<file path="src/rtl/msq_pkg.sv">
package msq_pkg;

   // width of one product coefficient: up to NC products of (W+1)-bit values
   function automatic int prod_width(input int w, input int nc);
      return 2*w + 2 + $clog2(nc);
   endfunction

   // number of product-coefficient bits with weight at or above 2^(n*w)
   function automatic int red_count(input int w, input int n, input int pcw);
      int cnt;
      cnt = 0;
      for (int m = 0; m < 2*n+1; m++)
         for (int b = 0; b < pcw; b++)
            if (m*w + b >= n*w) cnt++;
      return cnt;
   endfunction

   // position of bit (m0,b0) among the reduced bits, column-major order
   function automatic int red_index(input int w, input int n, input int pcw,
                                    input int m0, input int b0);
      int cnt;
      cnt = 0;
      for (int m = 0; m < 2*n+1; m++)
         for (int b = 0; b < pcw; b++)
            if ((m*w + b >= n*w) && ((m < m0) || (m == m0 && b < b0))) cnt++;
      return cnt;
   endfunction

   // bits of product coefficient m that stay below the reduction boundary
   function automatic int low_bits(input int w, input int n, input int pcw, input int m);
      int lim;
      lim = (n - m) * w;
      return (lim < pcw) ? lim : pcw;
   endfunction

   // operand count after lvl levels of 3:2 compression
   function automatic int tree_level_count(input int nt, input int lvl);
      int c;
      c = nt;
      for (int l = 0; l < lvl; l++) c = 2*(c/3) + (c%3);
      return c;
   endfunction

   function automatic int tree_depth(input int nt);
      int c;
      int d;
      c = nt;
      d = 0;
      while (c > 2) begin
         c = 2*(c/3) + (c%3);
         d++;
      end
      return d;
   endfunction

   // 2^pos mod m by repeated doubling
   function automatic logic [63:0] pow2_mod(input int pos, input logic [63:0] m);
      logic [63:0] r;
      r = 64'd1;
      for (int i = 0; i < pos; i++) begin
         r = r << 1;
         if (r >= m) r = r - m;
      end
      return r;
   endfunction

endpackage

</file>
<file path="src/rtl/msq_coef_prod.sv">
module msq_coef_prod #(
   parameter int CW  = 9,
   parameter int NC  = 4,
   parameter int PCW = 20
) (
   input  logic [CW-1:0]  coef_i [NC],
   output logic [PCW-1:0] pc_o   [2*NC-1]
);
   localparam int NPC = 2*NC - 1;

   for (genvar m = 0; m < NPC; m++) begin : g_col
      logic [PCW-1:0] acc;
      always_comb begin
         acc = '0;
         for (int i = 0; i < NC; i++)
            for (int j = i; j < NC; j++)
               if (i + j == m) begin
                  if (i == j)
                     acc = acc + PCW'(coef_i[i]) * PCW'(coef_i[j]);
                  else
                     acc = acc + ((PCW'(coef_i[i]) * PCW'(coef_i[j])) << 1);
               end
      end
      assign pc_o[m] = acc;
   end
endmodule

</file>
<file path="src/rtl/msq_csa_tree.sv">
module msq_csa_tree
   import msq_pkg::*;
#(
   parameter int TW = 33,
   parameter int NT = 99
) (
   input  logic [TW-1:0] terms_i [NT],
   output logic [TW-1:0] sum_o,
   output logic [TW-1:0] carry_o
);
   localparam int DEPTH = tree_depth(NT);
   localparam int FINAL = tree_level_count(NT, DEPTH);

   if (NT < 3) begin : g_err_nt
      $error("msq_csa_tree: at least three operands required");
   end

   logic [TW-1:0] cur [NT];
   logic [TW-1:0] nxt [NT];

   always_comb begin
      int n;
      int g3;
      cur = terms_i;
      nxt = terms_i;
      for (int l = 0; l < DEPTH; l++) begin
         n   = tree_level_count(NT, l);
         g3  = n / 3;
         nxt = cur;
         for (int g = 0; g < g3; g++) begin
            nxt[2*g]   = cur[3*g] ^ cur[3*g+1] ^ cur[3*g+2];
            nxt[2*g+1] = ((cur[3*g] & cur[3*g+1]) | (cur[3*g] & cur[3*g+2]) |
                          (cur[3*g+1] & cur[3*g+2])) << 1;
         end
         for (int r = 0; r < n % 3; r++)
            nxt[2*g3 + r] = cur[3*g3 + r];
         cur = nxt;
      end
      sum_o   = cur[0];
      carry_o = (FINAL > 1) ? cur[1] : '0;
   end
endmodule

</file>
<file path="src/rtl/msq_coef_resolve.sv">
module msq_coef_resolve #(
   parameter int W  = 8,
   parameter int NC = 4,
   parameter int TW = NC*W + 1
) (
   input  logic [TW-1:0]        sum_i,
   input  logic [TW-1:0]        carry_i,
   output logic [NC*(W+1)-1:0]  coef_o
);
   localparam int CW = W + 1;

   if (TW != NC*W + 1) begin : g_err_tw
      $error("msq_coef_resolve: TW must equal NC*W+1");
   end

   for (genvar i = 0; i < NC; i++) begin : g_coef
      if (i < NC - 1) begin : g_mid
         // digit add; overflow stays in this coefficient's extra bit
         assign coef_o[i*CW +: CW] = {1'b0, sum_i[i*W +: W]} + {1'b0, carry_i[i*W +: W]};
      end else begin : g_top
         // top coefficient spans W+1 tree bits; sum wraps modulo 2^TW
         assign coef_o[i*CW +: CW] = sum_i[i*W +: CW] + carry_i[i*W +: CW];
      end
   end
endmodule

</file>
<file path="src/rtl/msq_square.sv">
module msq_square
   import msq_pkg::*;
#(
   parameter int          W    = 8,
   parameter int          N    = 3,
   parameter logic [63:0] M    = 64'd16777213,
   parameter int          PIPE = 1
) (
   input  logic                   clk,
   input  logic                   rst_n,
   input  logic [(N+1)*(W+1)-1:0] sq_in,
   output logic [(N+1)*(W+1)-1:0] sq_out
);
   localparam int NC   = N + 1;
   localparam int CW   = W + 1;
   localparam int K    = N * W;
   localparam int PCW  = prod_width(W, NC);
   localparam int NPC  = 2*NC - 1;
   localparam int NRED = red_count(W, N, PCW);
   localparam int NT   = N + NRED;
   localparam int TW   = NC*W + 1;

   // ---------------- elaboration checks ----------------
   if (W < 2) begin : g_err_w
      $error("msq_square: digit width must be at least 2");
   end
   if (N < 1) begin : g_err_n
      $error("msq_square: at least one digit required");
   end
   if (K > 62) begin : g_err_k
      $error("msq_square: modulus width above 62 bits not supported");
   end
   if (M[0] != 1'b1 || M < 64'd3) begin : g_err_odd
      $error("msq_square: modulus must be odd and at least 3");
   end
   if ((M >> K) != 64'd0) begin : g_err_mw
      $error("msq_square: modulus wider than N*W bits");
   end
   if (K + $clog2(NT) > TW) begin : g_err_fit
      $error("msq_square: reduced sum cannot fit the redundant output form");
   end
   if (PIPE != 0 && PIPE != 1) begin : g_err_pipe
      $error("msq_square: PIPE must be 0 or 1");
   end

   // ---------------- unpack ----------------
   logic [CW-1:0] coef [NC];
   for (genvar i = 0; i < NC; i++) begin : g_unpack
      assign coef[i] = sq_in[i*CW +: CW];
   end

   // ---------------- product coefficients ----------------
   logic [PCW-1:0] pc [NPC];
   msq_coef_prod #(.CW(CW), .NC(NC), .PCW(PCW)) u_prod (
      .coef_i (coef),
      .pc_o   (pc)
   );

   // ---------------- low terms and constant reduction selects ----------------
   logic [TW-1:0] terms [NT];
   for (genvar m = 0; m < NPC; m++) begin : g_col
      if (m < N) begin : g_low
         localparam int LB = low_bits(W, N, PCW, m);
         assign terms[m] = TW'(pc[m][LB-1:0]) << (m*W);
      end
      for (genvar b = 0; b < PCW; b++) begin : g_bit
         if (m*W + b >= K) begin : g_red
            localparam int            IDX = N + red_index(W, N, PCW, m, b);
            localparam logic [TW-1:0] RV  = TW'(pow2_mod(m*W + b, M));
            assign terms[IDX] = pc[m][b] ? RV : '0;
         end
      end
   end

   // ---------------- compression and per-coefficient resolve ----------------
   logic [TW-1:0] tsum;
   logic [TW-1:0] tcar;
   msq_csa_tree #(.TW(TW), .NT(NT)) u_tree (
      .terms_i (terms),
      .sum_o   (tsum),
      .carry_o (tcar)
   );

   logic [NC*CW-1:0] res;
   msq_coef_resolve #(.W(W), .NC(NC), .TW(TW)) u_res (
      .sum_i   (tsum),
      .carry_i (tcar),
      .coef_o  (res)
   );

   // ---------------- optional output stage ----------------
   if (PIPE == 1) begin : g_reg
      always_ff @(posedge clk or negedge rst_n) begin
         if (!rst_n) sq_out <= '0;
         else        sq_out <= res;
      end
   end else begin : g_comb
      assign sq_out = res;
   end
endmodule

</file>
<file path="config.mk">
export PLATFORM = sky130hd
export DESIGN_NAME = msq_square
export DESIGN_NICKNAME = d
export VERILOG_FILES = /design/src/rtl/msq_pkg.sv /design/src/rtl/msq_coef_prod.sv /design/src/rtl/msq_csa_tree.sv /design/src/rtl/msq_coef_resolve.sv /design/src/rtl/msq_square.sv
export SDC_FILE = /design/constraint.sdc
export NUM_CORES = 2
export LEC_CHECK = 0
export BUFFER_PORTS_ARGS = -buffer_cell sky130_fd_sc_hd__buf_4
export CORE_MARGIN = 2
export CORE_UTILIZATION = 55
export DETAILED_ROUTE_END_ITERATION = 12
export GPL_TIMING_DRIVEN = 1
export PLACE_DENSITY = 0.68
export REMOVE_ABC_BUFFERS = 1
export SKIP_LAST_GASP = 1
export SLEW_MARGIN = 25
export SYNTH_ARGS = -nofsm -noshare
export SYNTH_HDL_FRONTEND = slang
export SYNTH_SLANG_ARGS = --single-unit
</file>
<file path="constraint.sdc">
create_clock -name clk -period 0.8 [get_ports clk]
set_clock_uncertainty 0.15 [all_clocks]
set_input_delay 0.08 -clock clk [delete_from_list [all_inputs] [get_ports clk]]
set_output_delay 0.08 -clock clk [all_outputs]
set_load 0.05 [all_outputs]
</file>
==> impl_metrics.py <==
metrics = {
    "run_status": {
        "outcome": "finished, violations left",
        "violations": "negative hold slack, negative setup slack",
    },
    "cts": {
        "cts_tree": "done",
        "clk_pin_slew_worst_paths_ns": 0.07,
        "cts_sinks": 34,
        "root_buffer": "clkbuf_16",
        "cts-htree-levels": 2,
        "cts_buffers": 5,
        "clockBufferDepth": 2,
    },
    "setup_path": {
        "worst_path_max_delay_cell": "fa_2",
        "cp_common_cell": "fa_1",
        "start_kind": "input port",
        "crit_required_ns": 0.85,
        "worstSetupPathType": "in -> reg",
        "crit_path_max_fanout": 6,
        "end_kind": "flop",
        "crit_end": "sq_out[17]$_DFF_PN0_",
        "critPathArrivalTime_ns": 10.58,
        "max_stage_delay_ns": 0.60,
        "crit_path_start": "sq_in[18]",
    },
    "hold_path": {
        "hold_class": "in -> async",
    },
    "logic_synthesis": {
        "ys_top_cells_by_area": "fa_1, ha_1, inv_1, and2_1, nand2_1",
        "synth_cell_types": 66,
        "synth_seq_cells": 34,
        "postSynthCellCount": 4003,
        "synth_area_per_cell_um2": 9.052,
        "synth_top_area_cell": "fa_1",
        "synth-edff-count": 0,
        "ys_async_sr_fraction_pct": 100.0,
        "synth_seq_area_share_pct": 2.348,
        "ys.flop_type": "dfrtp_1",
        "syn-cell-area_mm2": 0.03623,
        "netlist.area_leader.share_pct": 35.03,
        "yosys_warnings": 0,
    },
    "job": {
        "cap_viol_max_count": 0,
    },
    "finish": {
        "nets": 6147,
        "n_fill_cell": 4641,
        "area_growth_pct": 28.29,
        "largest_register": "sq_out",
        "largest_reg_flops": 34,
        "top_regs": "sq_out: 34 flops",
        "drive_gt1_share_pct": 26.77,
    },
    "timing": {
        "drv_slew": 0,
        "fmax_ghz": 0.09498,
        "rsz0062_at_grt": "true",
        "min_period_over_period_pct": 1316,
        "fin_ws_ns": -9.729,
        "hold-worst-slack_ns": -0.01314,
        "finalSetupViolations": 68,
        "hold_viol_final": 8,
        "period_needed_ns": 10.53,
    },
    "global_route": {
        "antenna_found_initial": 6,
        "grt-ovfl-total": 0,
        "grt_pass1_vias": 31441,
        "grt_max_degree": 30,
        "grt_pass1_wl_um": 166300,
        "track_usage_pct": 31.57,
    },
    "route": {
        "avgRoutedWirePerCell_um": 19.18,
        "wl_um": 106200,
        "vias_per_cell": 5.312,
        "dr_total_vias": 29404,
        "firstDrtPassIters": 5,
        "first_iter_violations": 1530,
        "ant_nets": 0,
        "drc": 0,
    },
    "die": {
        "core_mm2": 0.06551,
        "die_h_um": 260.7,
        "std_cell_rows": 94,
        "die_w_um": 260.7,
        "pin_count": 74,
        "start_util_pct": 55.31,
        "die_area_mm2": 0.06795,
    },
    "placement": {
        "io_buffers": 71,
        "dp_hpwl_um": 85130,
        "gp_congestion": 0.9648,
        "place_ws_ns": -10.82,
    },
}
## how the worst min path moves through the flow
stage | start | end | slack (ns) | cells after the start
2_1_floorplan | rst_n | sq_out[0]$_DFF_PN0_ | -0.37 | 0
3_3_place_gp | rst_n | sq_out[20]$_DFF_PN0_ | -0.23 | 1
3_5_place_dp | rst_n | sq_out[21]$_DFF_PN0_ | -0.23 | 1
4_1_cts | rst_n | sq_out[23]$_DFF_PN0_ | -0.01 | 2
5_1_grt | rst_n | sq_out[20]$_DFF_PN0_ | 0.003 | 2
6_report | rst_n | sq_out[22]$_DFF_PN0_ | -0.01 | 2
## synth_stat cells (19+ instances only)
master    instances
xnor2_1         104
a21oi_1         114
clkbuf_1        132
inv_1           943
fa_1            634
nor2_1          106
xor2_1           73
o21ai_0          47
nand2_1         340
a21o_1           50
o21bai_1         25
dfrtp_1          34
nor2b_1          27
nor3_1           19
and2_1          331
o21a_1           34
ha_1            807
nand3_1          25
## kinds of logic (layout without fill, tap and decap cells)
group	count (synthesis)	in the layout	synth area share, %
and+or+nand+nor	906	906	12.48
DFF	34	34	2.348
xor gates and xnor gates	177	177	4.278
buffers and inverters	1080	1745	11.21
adders and majority gates	1442	1442	62.92
muxes	6	6	0.1796
AOI/OAI and AO/OA	357	357	6.571
other	1	4	0.01035
## routing by layer
layer | part of all wire [%] | vias up | track usage, %
met3 | 6.3 | 265 | 5.031
met2 | 47 | 839 | 52.31
met1 | 41 | 14630 | 41.47
met4 | 5.1 | 8 | 12.32
li1 | - | 13662 | -
met5 | 0.056 | - | 0
## placed cells by master, fill, tap and decap left out, drive strengths merged, types with 4 or more instances in the layout
cell type,n
inv,941
ha,807
buf,790
fa,634
nand2,340
and2,331
a21oi,118
nor2,106
xnor2,104
xor2,73
o21ai,51
a21o,50
o21a,34
dfrtp,34
nor2b,27
nand3,25
o21bai,25
nor3,19
nand2b,16
a211oi,13
a31oi,13
o211ai,8
nand4,7
nor4,7
a211o,6
or4,6
or2,6
and3,6
o31a,5
clkbuf,5
o31ai,5
o2111ai,5
clkinvlp,4
mux2,4
a31o,4
## layout make-up
cell class,instances,area (µm²),share of cell area [%]
timing repair buffer,793,6714,14.44
multi-input combinational,2890,34110,73.38
tap,864,1081,2.326
clock buffer,5,125.1,0.2692
sequential,34,850.8,1.830
antenna,2,5.005,0.01077
clock inverter,3,45.04,0.09690
inverter,944,3555,7.647
## per-stage QoR
step           instance area, µm²  utilization [%]  instances  hold slack [ns]  TNS (ns)
3_3_place_gp                42310            64.58       5451          -0.2324   -329.15
4_1_cts                     45630            69.65       5513         -0.01439   -309.23
3_5_place_dp                42310            64.58       5451          -0.2299   -333.03
2_1_floorplan               35720                -       3868          -0.3656   -300.29
5_1_grt                     46480            70.95       5534         0.003008   -320.98
6_report                    46480            70.96       5535         -0.01314   -312.00
## repair_timing
action	in CTS	in global routing
cloned	2	0
gates resized for setup	514	145
hold endpoints to repair	34	0
hold buffers	1	0
setup endpoints to repair	68	68
pin swaps	266	159
buffers inserted	57	22
## critical path, delay by kind of cell
kind	cells	cell delay, ns
and+or+nand+nor	3	0.18
buffers and inverters	12	0.89
xor gates and xnor gates	2	0.25
adders and majority gates	19	7.20
AOI/OAI and AO/OA	12	1.97
Power is left out: the tool's default activity adds up to more than one toggle a clock period on the data nets, which glitch-free logic cannot reach.
